===== src/rtl/uart_rx_buffer.sv =====
module uart_rx_buffer #(
  parameter int DIV = 2,
  parameter int OVS = 16
) (
  input  logic       clk,
  input  logic       rst_n,
  input  logic       power_en,
  input  logic       rx_en,
  input  logic       len7,
  input  logic       msb_first,
  input  logic       rxd,
  input  logic       rd_ack,
  output logic [7:0] rx_buf,
  output logic       rx_done,
  output logic       overrun
);
  localparam int DW = (DIV > 1) ? $clog2(DIV) : 1;
  localparam int CW = $clog2(OVS);

  typedef enum logic [1:0] {IDLE, START, DATA, STOP} st_t;

  st_t         st;
  logic [1:0]  sync;
  logic        en_q, unread;
  logic [DW-1:0] dcnt;
  logic [CW-1:0] ocnt;
  logic [2:0]  nbit;
  logic [7:0]  sh;
  logic        busy;

  wire rxs      = sync[1];
  wire act      = power_en & rx_en;
  wire tick     = (dcnt == DW'(DIV - 1));
  wire mid      = (ocnt == CW'(OVS / 2 - 1));
  wire last     = (ocnt == CW'(OVS - 1));
  wire last_bit = (nbit == (len7 ? 3'd6 : 3'd7));
  wire frame_ok = (st == STOP) && tick && last && rxs && act && en_q;
  wire [7:0] word = !len7 ? sh : (msb_first ? {sh[6:0], 1'b0} : {1'b0, sh[7:1]});

  assign busy = (st != IDLE);

  always_ff @(posedge clk or negedge rst_n) begin
    if (!rst_n) begin
      sync <= 2'b11;
      en_q <= 1'b0;
    end else begin
      sync <= {sync[0], rxd};
      en_q <= act;
    end
  end

  always_ff @(posedge clk or negedge rst_n) begin
    if (!rst_n) begin
      st   <= IDLE;
      dcnt <= '0;
      ocnt <= '0;
      nbit <= '0;
      sh   <= '0;
    end else if (!(act && en_q)) begin
      st   <= IDLE;
      dcnt <= '0;
      ocnt <= '0;
      nbit <= '0;
    end else if (st == IDLE) begin
      dcnt <= '0;
      ocnt <= '0;
      nbit <= '0;
      if (!rxs) st <= START;
    end else begin
      dcnt <= tick ? '0 : dcnt + 1'b1;
      if (tick) begin
        ocnt <= ocnt + 1'b1;
        case (st)
          START: if (mid) begin
            ocnt <= '0;
            st   <= rxs ? IDLE : DATA;
          end
          DATA: if (last) begin
            ocnt <= '0;
            sh   <= msb_first ? {sh[6:0], rxs} : {rxs, sh[7:1]};
            nbit <= nbit + 1'b1;
            if (last_bit) st <= STOP;
          end
          STOP: if (last) st <= IDLE;
          default: st <= IDLE;
        endcase
      end
    end
  end

  always_ff @(posedge clk or negedge rst_n) begin
    if (!rst_n) begin
      rx_buf  <= 8'hFF;
      rx_done <= 1'b0;
      overrun <= 1'b0;
      unread  <= 1'b0;
    end else begin
      rx_done <= 1'b0;
      if (rd_ack) begin
        unread  <= 1'b0;
        overrun <= 1'b0;
      end
      if (frame_ok) begin
        if (unread && !rd_ack) overrun <= 1'b1;
        else begin
          rx_buf  <= word;
          rx_done <= 1'b1;
          unread  <= 1'b1;
        end
      end
    end
  end
endmodule



===== config.mk =====
export PLATFORM = sky130hd
export DESIGN_NAME = uart_rx_buffer
export DESIGN_NICKNAME = d
export VERILOG_FILES = /design/src/rtl/uart_rx_buffer.sv
export SDC_FILE = /design/constraint.sdc
export NUM_CORES = 1
export LEC_CHECK = 0
export ABC_AREA = 1
export BUFFER_PORTS_ARGS = -buffer_cell sky130_fd_sc_hd__buf_2
export CAP_MARGIN = 5
export CORE_MARGIN = 3
export CORE_UTILIZATION = 62
export CTS_BUF_LIST = sky130_fd_sc_hd__clkbuf_16
export CTS_CLUSTER_DIAMETER = 30
export DETAILED_ROUTE_END_ITERATION = 12
export PLACE_DENSITY_LB_ADDON = 0.25
export SYNTH_ARGS = -nofsm -noshare
export SYNTH_HDL_FRONTEND = slang
export SYNTH_SLANG_ARGS = --single-unit

===== constraint.sdc =====
create_clock -name clk -period 3.56 [get_ports clk]
set_input_delay 1.068 -clock clk [delete_from_list [all_inputs] [get_ports clk]]
set_output_delay 1.068 -clock clk [all_outputs]
set_load 0.01 [all_outputs]

# Word level (Yosys, flattened, before mapping)
# Index checks and enable logic that the tools add are counted.
# op_classes
bitwise_logic	3
n_reduce_logical	13
addsub	3
n_eq_ne	14
n_mux	36
# op_table
operator	n
8-bit 2-to-1 mux	3
4-bit 2-to-1 mux	5
2-bit 2-to-1 mux	9
3-bit 2-to-1 mux	5
1-bit 2-to-1 mux	12
4-bit inequality test (second input constant)	3
4-bit case mux with 2 select lines	1
1-bit logical AND	7
3-bit by 2-bit inequality test with 1-bit output (second input constant)	2
2-bit case mux with 3 select lines	1
6-bit AND reduction	1
5-bit AND reduction	1
4-bit by 1-bit adder with 4-bit output (second input constant)	1
2-bit == test (second input constant)	2
4-bit by 3-bit == test with 1-bit output (second input constant)	1
4-bit == test (second input constant)	1
4-bit by 3-bit inequality test with 1-bit output (second input constant)	1
3-bit by 1-bit adder with 3-bit output (second input constant)	1
3-bit == test	1
3-bit by 1-bit inequality test with 1-bit output (second input constant)	1
3-bit inequality test (second input constant)	1
3-bit AND reduction	1
2-bit by 1-bit == test with 1-bit output (second input constant)	1
2-bit logical NOT	1
5 further kinds	6
# totals
out_inout_bits	10
inputBits	8
reg_bits	32

# Logic depth before layout (Yosys ltp)
# depth
depth_word	8
depth_mapped	9

# Least setup slack after synthesis
# Ideal clock, no wire load.
# synth_path
path_type	input to register
start	input port power_en
end	register sh[2]
arrival_time_ns	1.707
path_buffers	1
path_stages	8
setup_slack_ns	1.732
t_required_ns	3.439
path_cell_list	nand2_1 -> inv_2 -> nand2_2 -> nor2_4 -> nand2_4 -> nor2_8 -> buf_12 -> o21ai_1
# synth_via
elab_chain_cells	3
# synth_lines
item	line	rtl
start, declared	7	input logic power_en,
1-bit bitwise AND	32	wire act = power_en & rx_en;
net act	32	
1-bit logical AND	59	end else if (!(act && en_q)) begin
5-bit AND reduction (no source line)	n/a	
end signal, assigned	80	sh <= msb_first ? {sh[6:0], rxs} : {rxs, sh[7:1]};
end, declared	28	logic [7:0] sh;
# The timed path passes the listed nets, and every way through them passes these cells.
# A chain may end at the register's enable or synchronous reset.

# Worst setup path after layout
# layout_path
start	register rx_buf[1]
end	output port rx_buf[1]
# layout_lines
item	line	rtl
start, declared	13	output logic [7:0] rx_buf,
start signal, assigned	106	rx_buf <= word;
# No word-level cell between the ends.

==> metrics.txt <==
Worst Skew=approximately 3.2 ps; vias post-DR=about 1,400; Slew @ Worst Pin=~680 ps; initial core utilization=approximately two thirds; RSZ-0062 raised after global routing=no; Yosys cell types=27; Sink Count=32; synthesized area=~1700 um^2; CP peak stage delay=530 ps; core area=roughly 2600 um^2; TritonCTS clock tree=done; HPWL Detailed=between 2000 and 2500 um; CTS H-Tree Depth=2; Reg clk slew, reported paths=approximately 50 ps; Final Hold Fails=0; FILL cells=~180; first-pass GRT wire length=6085 um; antenna violations before repair=0; Max VDD drop=0.4375 mV; vias per cell=roughly 5.5; crit-path cells=buf_2; pwr dens=~440 nW/um^2; die height=approximately 59 um; Min-Delay Path Class=flip-flop to flip-flop; fmax=~500 MHz; slowest CP cell=dfstp_2; CP bufs+invs=1; Placer Congestion=~0.85; Power Total=~900 uW; fin nets=245; GRT Total Usage=a little under a quarter; Net Count, Synth=225; wire length per cell=roughly 13 um; Final Max Slew Viols=0; maxcap violations=0; Ant. Diodes=0; Startpoint Class=flip-flop; critical path class=flip-flop to output port; Cell Rows=18; setup bufs post-CTS=0; CTS resizes=0; DRC Markers=0; DR iter-0 viols=74; Final min period=around 2000 ps; commonest non-fill, non-tap cell in the layout=nand2_1; headroom to the max-slew limit=roughly 55%; CP endpoint kind=output port; DRT Pass-1 Iters=4; Crit Path Max Fanout=2; Synth-to-Final Area Change=14.33%; Ports=18; setup violators final=0; Routed Antenna Nets=0; global route overflow=0; synthesized netlist cell count=210; commonest non-fill, non-tap cells in the layout=nand2_1, inv_1, o21ai_0, dfrtp_1, buf_2; Top delay family on crit path=flip-flops; final WL=roughly 3500 um; share of cells above drive strength 1=between 20 and 25%; Worst EP arrival=930 ps; final hold slack=between 300 and 400 ps; CTS root buf=clkbuf_16; status=finished clean; fin crit share=a little under three fifths; DIE AREA=about 3500 um^2; sequential-to-total area share from yosys stat=between 40% and 50%; largest net degree at the start of global routing=33; # hold bufs at CTS=0; maximum buffer depth of the clock tree=2; number of global-route vias before repair=approximately 1,400; Setup TNS=0 ps; I/O Buffers=17; CTS buffer count=5; LEAKAGE=between 0.0009 and 0.001 uW; Die X-Extent=approximately 60 um; Yosys reg bits=32; Clk Latency, worst-skew pair=280 ps; post-synthesis area per instance=roughly 8.3 um^2; number of warnings issued by yosys=0; Critical Path RT=~2500 ps
-- kinds of logic (layout without fill, tap and decap cells) --
family / Yosys count / in the layout / share of synthesized area (%)
muxes: 1 / 1 / 0.5731
DFF: 32 / 32 / 46.56
xor gates and xnor gates: 1 / 1 / 0.5015
and+or+nand+nor: 98 / 98 / 26.58
buffers and inverters: 31 / 52 / 8.094
adders and majority gates: 7 / 7 / 5.014
AOI/OAI and AO/OA: 40 / 40 / 12.68
-- sequential cells by signal (all words and copies together), names as in the netlist --
name     cells
overrun      1
sh           8
rx_done      1
ocnt         4
dcnt         1
nbit         3
unread       1
sync         2
rx_buf       8
en_q         1
st           2
-- layer usage --
layer / share of wire, % / up-vias / GRT usage, %
li1: - / 707 / -
met1: 42 / 680 / 28.97
met2: 49 / 55 / 38.64
met3: 7.9 / 6 / 7.843
met4: 1.1 / 0 / 9.385
met5: 0 / - / 0
-- path summary, 6_finish.rpt --
path                            from         to  slack [ps]  cells past startpoint
min                          sync[0]    sync[1]         360                      0
max reg2reg                    st[0]      sh[1]        1900                      7
max in group asynchronous      rst_n      sh[7]        2300                      1
max                        rx_buf[1]  rx_buf[1]        1560                      1
min reg2reg                  sync[0]    sync[1]         360                      0
min in group asynchronous      rst_n    ocnt[1]         830                      1
-- area by class of cell --
| cell class | count | area (um^2) | share of cell area (%) |
|---|---|---|---|
| clock inverters | 3 | 42.54 | 2.130 |
| multi-input cells | 147 | 792.0 | 39.66 |
| clock buffers | 5 | 125.1 | 6.266 |
| inverters | 27 | 101.3 | 5.075 |
| flip-flops and latches | 32 | 813.3 | 40.73 |
| well taps | 30 | 37.54 | 1.880 |
| repair buffers | 17 | 85.08 | 4.261 |
-- metrics by stage --
step | instances | setup WS [ps] | cell area [um^2] | util [%]
after detailed placement | 253 | 1481 | 1829 | 71.25
after global routing | 261 | 1540 | 1997 | 77.78
after CTS | 261 | 1555 | 1997 | 77.78
after global placement | 253 | 1522 | 1829 | 71.25
after floorplan | 210 | 1732 | 1747 | -
final | 261 | 1564 | 1997 | 77.78
-- worst reg2reg max path: cells and delay by family, from the launching register on --
kind	cells	cell delay [ps]
adder cells (fa/ha/maj)	1	210
AO/OA/AOI/OAI	1	100
buffers and inverters	3	350
AND/OR/NAND/NOR	2	470
flip-flops	1	410
-- synth_stat cells --
library cell  number  area (um^2)
nand2_1           66        247.7
inv_1             26        97.59
dfrtp_1           22        550.5
o21ai_0           22        110.1
dfstp_2           10        262.8
nor2_1            10        37.54
o21ai_1            9        45.04
ha_1               7        87.58
nand3_1            7        35.03
nand2_2            5        31.28
o21ai_2            5        43.79
a21oi_1            3        15.01
nand4_1            3        18.77
nand3_4            2        35.03
buf_12             1        20.02
buf_2              1        5.000
buf_6              1        11.26
clkbuf_1           1        3.750
inv_2              1        3.750
mux2i_1            1        10.01
nand2_4            1        11.26
nor2_2             1        6.260
nor2_4             1        11.26
nor2_8             1        20.02
nor3_2             1        10.01
o31ai_1            1        7.510
xor2_1             1        8.760
-- power breakdown --
part	total (uW)	switching (uW)	internal, uW
Combinational	32.3	24.0	8.35
Sequential	369	1.76	368
Clock	482	154	328
Note: power is estimated with default switching activity, not from simulation.
